==> src/rtl/tlb_pkg.sv <==
package tlb_pkg;

    // Each size step widens the page offset by this many VPN bits.
    localparam int SZ_STEP = 4;

    typedef enum logic [1:0] {
        PG_4K  = 2'd0,
        PG_64K = 2'd1,
        PG_1M  = 2'd2,
        PG_16M = 2'd3
    } pg_size_e;

    typedef enum logic [1:0] {
        ACC_NONE = 2'd0,
        ACC_RO   = 2'd1,
        ACC_RW   = 2'd2,
        ACC_RW_B = 2'd3
    } acc_lvl_e;

    typedef enum logic {
        VICT_RR   = 1'b0,
        VICT_LFSR = 1'b1
    } vict_mode_e;

endpackage

==> src/rtl/tlb_match.sv <==
module tlb_match
    import tlb_pkg::*;
#(
    parameter int VPN_W  = 20,
    parameter int ASID_W = 8
) (
    input  logic              ent_vld,
    input  logic              ent_glb,
    input  logic              ent_ns,
    input  logic [ASID_W-1:0] ent_asid,
    input  logic [VPN_W-1:0]  ent_vpn,
    input  pg_size_e          ent_sz,
    input  logic [VPN_W-1:0]  req_vpn,
    input  logic [ASID_W-1:0] req_asid,
    input  logic              req_ns,
    output logic              hit
);

    logic [VPN_W-1:0] keep_mask;
    logic             addr_eq;
    logic             ctx_eq;

    always_comb begin
        keep_mask = {VPN_W{1'b1}} << (32'(ent_sz) * SZ_STEP);
        addr_eq   = ((ent_vpn ^ req_vpn) & keep_mask) == '0;
        ctx_eq    = ent_glb || ((ent_asid == req_asid) && (ent_ns == req_ns));
        hit       = ent_vld && addr_eq && ctx_eq;
    end

endmodule

==> src/rtl/tlb_sel.sv <==
module tlb_sel #(
    parameter int ENTRIES = 32,
    localparam int IDX_W  = (ENTRIES > 1) ? $clog2(ENTRIES) : 1
) (
    input  logic [ENTRIES-1:0] match,
    output logic [IDX_W-1:0]   first_idx,
    output logic               any_hit,
    output logic               many_hit
);

    always_comb begin
        first_idx = '0;
        for (int i = ENTRIES - 1; i >= 0; i--) begin
            if (match[i]) begin
                first_idx = IDX_W'(i);
            end
        end
        any_hit  = |match;
        many_hit = |(match & (match - ENTRIES'(1)));
    end

endmodule

==> src/rtl/tlb_perm.sv <==
module tlb_perm
    import tlb_pkg::*;
(
    input  logic [1:0] priv_lvl,
    input  logic [1:0] user_lvl,
    input  logic       xn,
    input  logic       is_priv,
    input  logic       is_write,
    input  logic       is_exec,
    output logic       deny
);

    acc_lvl_e lvl;
    logic     fetch_blk;

    always_comb begin
        lvl       = acc_lvl_e'(is_priv ? priv_lvl : user_lvl);
        fetch_blk = is_exec && xn;
        unique case (lvl)
            ACC_NONE: deny = 1'b1;
            ACC_RO:   deny = is_write || fetch_blk;
            ACC_RW:   deny = fetch_blk;
            ACC_RW_B: deny = fetch_blk;
            default:  deny = 1'b1;
        endcase
    end

endmodule

==> src/rtl/tlb_victim.sv <==
module tlb_victim
    import tlb_pkg::*;
#(
    parameter int          ENTRIES   = 32,
    parameter int          LFSR_W    = 16,
    parameter logic [15:0] LFSR_TAPS = 16'hB400,
    parameter logic [15:0] LFSR_SEED = 16'hACE1,
    localparam int         IDX_W     = (ENTRIES > 1) ? $clog2(ENTRIES) : 1
) (
    input  logic               clk,
    input  logic               rst_n,
    input  logic [ENTRIES-1:0] valid,
    input  vict_mode_e         mode,
    input  logic               write_en,
    output logic [IDX_W-1:0]   victim
);

    logic [IDX_W-1:0]  rr_q;
    logic [LFSR_W-1:0] lfsr_q;
    logic [IDX_W-1:0]  free_idx;
    logic              have_free;
    logic [IDX_W-1:0]  rand_idx;

    always_comb begin
        free_idx  = '0;
        have_free = 1'b0;
        for (int i = ENTRIES - 1; i >= 0; i--) begin
            if (!valid[i]) begin
                free_idx  = IDX_W'(i);
                have_free = 1'b1;
            end
        end
    end

    assign rand_idx = IDX_W'(lfsr_q % LFSR_W'(ENTRIES));

    always_comb begin
        if (have_free) begin
            victim = free_idx;
        end else begin
            unique case (mode)
                VICT_RR:   victim = rr_q;
                VICT_LFSR: victim = rand_idx;
                default:   victim = rr_q;
            endcase
        end
    end

    always_ff @(posedge clk or negedge rst_n) begin
        if (!rst_n) begin
            rr_q <= '0;
        end else if (write_en && !have_free && mode == VICT_RR) begin
            rr_q <= (rr_q == IDX_W'(ENTRIES - 1)) ? '0 : rr_q + 1'b1;
        end
    end

    always_ff @(posedge clk or negedge rst_n) begin
        if (!rst_n) begin
            lfsr_q <= LFSR_W'(LFSR_SEED);
        end else begin
            lfsr_q <= (lfsr_q >> 1) ^ (lfsr_q[0] ? LFSR_W'(LFSR_TAPS) : '0);
        end
    end

endmodule

==> src/rtl/tlb_fa.sv <==
module tlb_fa
    import tlb_pkg::*;
#(
    parameter int ENTRIES  = 32,
    parameter int ASID_W   = 8,
    parameter int VA_W     = 32,
    parameter int PA_W     = 32,
    parameter int PG_SHIFT = 12
) (
    input  logic                     clk,
    input  logic                     rst_n,
    input  logic                     lk_req,
    input  logic [VA_W-1:0]          lk_va,
    input  logic [ASID_W-1:0]        lk_asid,
    input  logic                     lk_ns,
    input  logic                     lk_priv,
    input  logic                     lk_write,
    input  logic                     lk_exec,
    output logic                     lk_hit,
    output logic [PA_W-1:0]          lk_pa,
    output logic                     lk_abort,
    output logic                     lk_multi,
    input  logic                     fill_en,
    input  logic [VA_W-PG_SHIFT-1:0] fill_vpn,
    input  logic [PA_W-PG_SHIFT-1:0] fill_pfn,
    input  logic [1:0]               fill_size,
    input  logic [ASID_W-1:0]        fill_asid,
    input  logic                     fill_ns,
    input  logic                     fill_global,
    input  logic [1:0]               fill_pperm,
    input  logic [1:0]               fill_uperm,
    input  logic                     fill_xn,
    input  logic                     flush_all,
    input  logic                     flush_asid_en,
    input  logic [ASID_W-1:0]        flush_asid,
    input  logic                     victim_rand
);

    localparam int VPN_W = VA_W - PG_SHIFT;
    localparam int PFN_W = PA_W - PG_SHIFT;
    localparam int IDX_W = (ENTRIES > 1) ? $clog2(ENTRIES) : 1;

    // Entry storage
    logic [ENTRIES-1:0] ent_v;
    logic [ENTRIES-1:0] ent_g;
    logic [ENTRIES-1:0] ent_ns;
    logic [ENTRIES-1:0] ent_xn;
    logic [ASID_W-1:0]  ent_asid [ENTRIES];
    logic [VPN_W-1:0]   ent_vpn  [ENTRIES];
    logic [PFN_W-1:0]   ent_pfn  [ENTRIES];
    pg_size_e           ent_sz   [ENTRIES];
    logic [1:0]         ent_pp   [ENTRIES];
    logic [1:0]         ent_up   [ENTRIES];

    logic [VPN_W-1:0]   lk_vpn;
    logic [ENTRIES-1:0] match;
    logic [IDX_W-1:0]   sel_idx;
    logic               any_hit;
    logic               many_hit;
    logic               deny;
    logic [IDX_W-1:0]   victim_idx;
    logic               fill_fire;
    vict_mode_e         vmode;
    logic [PFN_W-1:0]   keep_mask;
    logic [PFN_W-1:0]   frame;

    assign lk_vpn    = lk_va[VA_W-1:PG_SHIFT];
    assign fill_fire = fill_en && !flush_all && !flush_asid_en;
    assign vmode     = vict_mode_e'(victim_rand);

    // Parallel compare, one comparator per entry
    for (genvar g = 0; g < ENTRIES; g++) begin : g_cmp
        tlb_match #(
            .VPN_W  (VPN_W),
            .ASID_W (ASID_W)
        ) u_match (
            .ent_vld  (ent_v[g]),
            .ent_glb  (ent_g[g]),
            .ent_ns   (ent_ns[g]),
            .ent_asid (ent_asid[g]),
            .ent_vpn  (ent_vpn[g]),
            .ent_sz   (ent_sz[g]),
            .req_vpn  (lk_vpn),
            .req_asid (lk_asid),
            .req_ns   (lk_ns),
            .hit      (match[g])
        );
    end

    tlb_sel #(
        .ENTRIES (ENTRIES)
    ) u_sel (
        .match     (match),
        .first_idx (sel_idx),
        .any_hit   (any_hit),
        .many_hit  (many_hit)
    );

    tlb_perm u_perm (
        .priv_lvl (ent_pp[sel_idx]),
        .user_lvl (ent_up[sel_idx]),
        .xn       (ent_xn[sel_idx]),
        .is_priv  (lk_priv),
        .is_write (lk_write),
        .is_exec  (lk_exec),
        .deny     (deny)
    );

    tlb_victim #(
        .ENTRIES (ENTRIES)
    ) u_victim (
        .clk      (clk),
        .rst_n    (rst_n),
        .valid    (ent_v),
        .mode     (vmode),
        .write_en (fill_fire),
        .victim   (victim_idx)
    );

    // Translated address: frame bits above the region offset, request bits below
    always_comb begin
        keep_mask = {PFN_W{1'b1}} << (32'(ent_sz[sel_idx]) * SZ_STEP);
        frame     = (ent_pfn[sel_idx] & keep_mask) | (PFN_W'(lk_vpn) & ~keep_mask);
        lk_hit    = lk_req && any_hit;
        lk_multi  = lk_req && many_hit;
        lk_abort  = lk_hit && deny;
        lk_pa     = lk_hit ? {frame, lk_va[PG_SHIFT-1:0]} : '0;
    end

    // Valid bits: flush commands first, then fill
    always_ff @(posedge clk or negedge rst_n) begin
        if (!rst_n) begin
            ent_v <= '0;
        end else begin
            for (int i = 0; i < ENTRIES; i++) begin
                if (flush_all) begin
                    ent_v[i] <= 1'b0;
                end else if (flush_asid_en && !ent_g[i] && ent_asid[i] == flush_asid) begin
                    ent_v[i] <= 1'b0;
                end else if (fill_fire && victim_idx == IDX_W'(i)) begin
                    ent_v[i] <= 1'b1;
                end
            end
        end
    end

    // Entry payload
    always_ff @(posedge clk) begin
        if (fill_fire) begin
            ent_g[victim_idx]    <= fill_global;
            ent_ns[victim_idx]   <= fill_ns;
            ent_xn[victim_idx]   <= fill_xn;
            ent_asid[victim_idx] <= fill_asid;
            ent_vpn[victim_idx]  <= fill_vpn;
            ent_pfn[victim_idx]  <= fill_pfn;
            ent_sz[victim_idx]   <= pg_size_e'(fill_size);
            ent_pp[victim_idx]   <= fill_pperm;
            ent_up[victim_idx]   <= fill_uperm;
        end
    end

endmodule

==> config.mk <==
export PLATFORM = sky130hd
export DESIGN_NAME = tlb_fa
export DESIGN_NICKNAME = d
export VERILOG_FILES = /design/src/rtl/tlb_pkg.sv /design/src/rtl/tlb_match.sv /design/src/rtl/tlb_sel.sv /design/src/rtl/tlb_perm.sv /design/src/rtl/tlb_victim.sv /design/src/rtl/tlb_fa.sv
export SDC_FILE = /design/constraint.sdc
export NUM_CORES = 2
export LEC_CHECK = 0
export ABC_CLOCK_PERIOD_IN_PS = 10100
export BUFFER_PORTS_ARGS = -buffer_cell sky130_fd_sc_hd__buf_2
export CAP_MARGIN = 20
export CORE_UTILIZATION = 60
export CTS_CLUSTER_DIAMETER = 80
export DETAILED_ROUTE_END_ITERATION = 8
export PLACE_DENSITY = 0.78
export SYNTH_ARGS = -nofsm -noshare
export SYNTH_HDL_FRONTEND = slang
export SYNTH_SLANG_ARGS = --single-unit
==> constraint.sdc <==
create_clock -name clk -period 10.1 [get_ports clk]
set_input_delay 2.525 -clock clk [delete_from_list [all_inputs] [get_ports clk]]
set_output_delay 2.525 -clock clk [all_outputs]
set_load 0.01 [all_outputs]
# Yosys cells after proc, flatten, opt, wreduce, memory -nomap -nowiden
# Memories as Yosys holds them, arrays and structs flattened.
# Cells that the tools add are included.
# classes
addsub	2
mul	0
div_mod_pow	0
n_lt_le_gt_ge	3
n_eq_ne	131
shifts	33
n_mux	208
bitwise	71
n_reduce_logical	338
# op_table
operator	n
$and A20 B20 Y20	34
$shl A20 B4 Y20 const A	33
$logic_not A20 Y1	32
$xor A20 B20 Y20	32
$eq A8 B8 Y1	64
$mux W5	66
$logic_and A1 B1 Y1	201
$mux W1	132
$bwmux W32	3
$reduce_bool A3 Y1	32
$eq A5 B5 Y1 const B	17
$reduce_or A32 Y1	2
$eq A5 B4 Y1 const B	8
$logic_not A1 Y1	35
$logic_or A1 B1 Y1	33
$and A32 B32 Y32	1
$eq A1 B1 Y1	32
$mux W32	1
$sub A32 B1 Y32 const B	1
$eq A5 B3 Y1 const B	4
$not A20 Y20	1
$or A20 B20 Y20	1
$mux W16	1
$xor A15 B16 Y16	1
16 further kinds	19
# totals
regBits	149
latchBits	0
mem_bits_rw	1728
romBits	0
word_cells	829
mem_count	6
# mem_list
memory	words	width	read_ports	rd_clocked_by_memory_dff	write_ports	line	text
ent_pfn	32	20	1	0	1	tlb_fa.sv:50	logic [PFN_W-1:0] ent_pfn [ENTRIES];
ent_vpn	32	20	32	0	1	tlb_fa.sv:49	logic [VPN_W-1:0] ent_vpn [ENTRIES];
ent_asid	32	8	32	0	1	tlb_fa.sv:48	logic [ASID_W-1:0] ent_asid [ENTRIES];
ent_pp	32	2	1	0	1	tlb_fa.sv:52	logic [1:0] ent_pp [ENTRIES];
ent_sz	32	2	33	0	1	tlb_fa.sv:51	pg_size_e ent_sz [ENTRIES];
ent_up	32	2	1	0	1	tlb_fa.sv:53	logic [1:0] ent_up [ENTRIES];

# Longest topological paths before layout
# logic_depth
word_depth	43
depth_mapped	23

# By module
# A second synthesis with hierarchy kept.
# unflattened
hier_cells	4552
hier_area_um2	79603.8
# by_module_without_submodules
module	instances	cells_each	area_each_um2	seq_area_each_um2
tlb_fa	1	2996	66585.1	55573.3
tlb_match	32	41	346.6	0.0
tlb_victim	1	122	1194.9	535.5
tlb_sel	1	116	689.4	0.0
tlb_perm	1	6	43.8	0.0

# Least setup slack after synthesis
# No wires, ideal clock.
# synth_timing
kind	input to register
start	input port victim_rand
end	memory ent_asid[4][0] (enable)
arrival_ps	9153
required_time_ps	9484
slack_ps	331
path_stages	6
n_path_buf	2
cell_sequence	clkbuf_1 mux2_2 nand3_1 o21ai_0 clkbuf_1 nor4_1
# synth_via
elab_chain_len	3
# synth_rtl
element	line	text
start, declared	tlb_fa.sv:36	input logic victim_rand
$not A1 Y1	tlb_victim.sv:41	unique case (mode)
$pmux W5 S2 (*)	tlb_victim.sv:41	
$mux W5 (*)	tlb_victim.sv:38	if (have_free) begin
end, declared	tlb_fa.sv:48	
# Every way passes the cells marked *; elsewhere a longest branch is shown, timed or not.

# Worst setup path in the final report
# layout_timing
start	input port lk_va[15]
end	output port lk_pa[19]
# layout_via
elab_chain_len	43
word_cells_on_any_way	202
# layout_rtl
element	line	text
start, declared	tlb_fa.sv:13	input logic [VA_W-1:0] lk_va,
$xor A20 B20 Y20	tlb_match.sv:25	addr_eq = ((ent_vpn ^ req_vpn) & keep_mask) == '0;
$and A20 B20 Y20	tlb_match.sv:25	
$logic_not A20 Y1	tlb_match.sv:25	
$logic_and A1 B1 Y1 (2 in series)	tlb_match.sv:27	hit = ent_vld && addr_eq && ctx_eq;
$mux W5 (32 in series)	tlb_sel.sv:14	if (match[i]) begin
$mem_v2 Z32 W2	--	
$shl A20 B4 Y20	tlb_fa.sv:122	keep_mask = {PFN_W{1'b1}} << (32'(ent_sz[sel_idx]) * SZ_STEP);
$not A20 Y20	tlb_fa.sv:123	frame = (ent_pfn[sel_idx] & keep_mask) | (PFN_W'(lk_vpn) & ~keep_mask);
$and A20 B20 Y20	tlb_fa.sv:123	
$or A20 B20 Y20	tlb_fa.sv:123	
$mux W32 (*)	tlb_fa.sv:127	lk_pa = lk_hit ? {frame, lk_va[PG_SHIFT-1:0]} : '0;
end, declared	tlb_fa.sv:20	output logic [PA_W-1:0] lk_pa,
# Marks and branches as above.

==> reports/results.txt <==
Worst setup SP type: input port
Port Buffers: 150
GP Congestion: 0.992
Reg2reg end: ent_pfn[10][4]$_DFFE_PP_
Compound-gate portion of the synthesized area: 0.0561
Largest net degree at the start of global routing: 58
PwrDens: 169 nW/um^2
DR vias/cell: 6.49
Detailed-route via count: 51620
Max_cap viols: 0
Ranking of synthesized cells by area: edfxtp_1 (66%), xor2_1 (6.8%), xnor2_1 (5.7%)
Clk root buf: clkbuf_16
Rel. slew slack: 0.188
Post-layout minimum cycle time: 10.04 ns
GRT Total Usage: 0.341
Clock Pin Slew Worst Setup and Hold Paths: 0.06 ns
Count leader, synth: edfxtp_1
Ports: 151
Hold Path Sink: u_victim.lfsr_q[7]$_DFF_PN1_
Number of synthesized flops with an enable pin: 1824
Layout area overhead: 13.5%
Top Family by Delay on Critical Path: compound AO/OA/AOI/OAI gates
Post-synthesis mux area share: 0.0449
Layout Nets: 6120
Core ar.: 137000 um^2
Hold_ws: 0.351 ns
Post-synthesis xor/xnor area fraction: 0.125
Mapped Cells: 5564
Cell variety after synth: 94
Final hold vios: 0
Cts bufs inserted: 184
Initial Util: 0.605
Final setup vio count: 0
WS Path Type: in -> out
Ys Warns: 0
1st-iter DRT viols: 7113
Die area: 140000 um^2
Leakage: 0.0313 uW
Most used DFF post-synth: edfxtp_1
Largest family of logic cells by synthesized area: XOR/XNOR gates
Wire per inst: 30.2 um
PnR worst setup slack: 0.0585 ns
Setup Skew: 0.0250 ns
Slew @ Worst Pin: 1.21 ns
R2R depth: 16
Grt total ovfl: 0
Site row count: 136
Post-route cell area: 94400 um^2
Drc violations: 0
Clock buffer depth: 3
Clock sinks: 1877
Ordered list of cells on the worst path: clkbuf_4 > buf_4 > xor2_1 > o41ai_1 > a32oi_1 > or4_1 > o32a_1 > o2111ai_1 > o2111a_1 > o21a_4 > buf_12 > buf_12 > mux2i_1 > mux2i_1 > mux2_2 > a22o_1 > a311oi_1 > nor3_1 > buf_2
Fraction of layout cells with a size suffix above 1: 0.154
Vias in the first global route: 50284
Setup TNS Final: 0 ns
Adder-cell share of the synthesized area: 0.000542
WL final: 240 mm
First-pass GRT wire length: 344 mm
HP Class: reg -> reg
Critical Path End Type: primary output
Worst path max stage delay: 0.65 ns
Dpl cell area: 88000 um^2
Crit-path max FO: 28
Final period util: 0.994
H-tree depth: 4
CP arrival: 7.52 ns
Post-Synth Simple-Gate Area: 0.0710
TritonRoute pass-1 iters: 6
Synth top cells by count: edfxtp_1 (1824), xor2_1 (647), xnor2_1 (540)
Highest Clock Rate: 0.0996 GHz
Area leader, netlist: edfxtp_1
Antenna Violating Nets Remaining: 0
Sum of buffers and inverters on the critical path: 5
Async set or reset register ratio after synthesis: 0.0282
Die Span Y: 374 um
Synthesized cell area: 83100 um^2
Synthesized Nets: 5682
Die span in x: 374 um
Worst VDD drop: 0.234 mV
Critical R2R Launch: ent_v[30]$_DFFE_PN0P_
Hold path cells: 0
Register area share after synthesis: 0.675
Critical path required time: 7.58 ns
TritonCTS clock tree: yes
Yosys reg bits: 1877
Status: finished clean
Mean Syn Cell Area: 14.9 um^2
Hold Startpoint: u_victim.lfsr_q[8]$_DFF_PN0_
Initial antenna violation count: 10
Clk Latency, worst-skew pair: 0.84 ns
HPWL after DPL: 146 mm
Pins Over Slew Limit: 0
Crit-path slowest cell: or4_1
Top cell type's share of synthesized area: 0.659
Pre-CTS setup slack: -0.737 ns
R2r setup slk: 4.72 ns
[routing by layer]
| metal | share of wire | GRT usage |
|---|---|---|
| met5 | 0.00030 | 0 |
| met4 | 0.049 | 0.158 |
| met1 | 0.37 | 0.460 |
| met3 | 0.13 | 0.0852 |
| met2 | 0.46 | 0.525 |
[flip-flops by register name, indices dropped and copies added, names as in the netlist]
| signal | cells |
|---|---|
| ent_v | 32 |
| ent_pp | 64 |
| ent_g | 32 |
| ent_xn | 32 |
| ent_asid | 256 |
| ent_ns | 32 |
| u_victim.lfsr_q | 16 |
| ent_pfn | 640 |
| ent_vpn | 640 |
| u_victim.rr_q | 5 |
| ent_sz | 64 |
| ent_up | 64 |
[logic make-up (layout without fill, tap and decap cells)]
kind of cell,count (synthesis),after routing
flops,1877,1877
xor+xnor,1187,1187
simple gates,1124,1124
compound gates,627,627
buf+inv,376,968
mux,369,369
fa+ha+maj,4,4
other cells,0,4
[placed cells by master (no fill, tap or decap), drive strengths merged, types with 17 or more instances in the layout]
master | Yosys | layout
edfxtp | 1824 | 1824
o21a | 19 | 19
nor2 | 67 | 67
a31oi | 52 | 52
a211oi | 171 | 171
o21ai | 74 | 74
mux2 | 20 | 20
a21oi | 52 | 52
and3 | 20 | 20
xor2 | 647 | 647
dfrtp | 45 | 45
nand3 | 130 | 130
mux2i | 348 | 348
buf | 223 | 557
nand4 | 116 | 116
a41oi | 49 | 49
xnor2 | 540 | 540
nand2b | 17 | 17
inv | 67 | 58
or3 | 38 | 38
clkbuf | 86 | 245
and2 | 91 | 91
nor4 | 133 | 133
nand2 | 341 | 341
clkinv | 0 | 92
nor3 | 103 | 103
o211ai | 45 | 45
nor4b | 33 | 33
[timing repair]
| action | 4_1_cts | 5_1_grt |
|---|---|---|
| setup buffers | 5 | 12 |
| gates cloned | 0 | 1 |
| resized for setup | 21 | 36 |
| endpoints found under the setup margin | 21 | 21 |
| hold buffers | 0 | 0 |
| pin swaps | 3 | 9 |
[worst max-delay path by stage]
stage	start	to	slack, ns	depth (start not counted)
finish	lk_va[15]	lk_pa[19]	0.06	19
global route	lk_va[16]	lk_pa[12]	-0.05	24
global placement	lk_va[23]	lk_pa[14]	-0.80	20
CTS	lk_asid[5]	lk_pa[12]	0.007	19
floorplan	victim_rand	ent_asid[4][0]$_DFFE_PP_	0.33	6
detailed placement	lk_va[14]	lk_pa[14]	-0.74	23
[power by group]
part | internal, uW | switching, uW | total (uW) | leakage [uW]
sequential | 8550 | 4.29 | 8550 | 0.0171
combinational | 213 | 453 | 666 | 0.0113
clock | 3770 | 2940 | 6710 | 0.00287
[through the flow]
step / instances / total power, uW / util
after floorplan: 5564 / 9080 / -
after global placement: 7589 / 9350 / 0.640
after detailed placement: 7592 / 9360 / 0.640
after CTS: 7937 / 16000 / 0.684
after global routing: 7951 / 16300 / 0.686
final: 7954 / 15900 / 0.686
[cell type report]
class	instances	area, um^2
fillers	9092	43100
repair buffers	561	4710
clock inverters	99	968
flip-flops and latches	1877	56100
clock buffers	241	4900
well taps	1794	2240
inverters	67	272
multi-input cells	3311	25200
diodes	4	10.0
No activity file was read; power rests on OpenSTA's default activity.
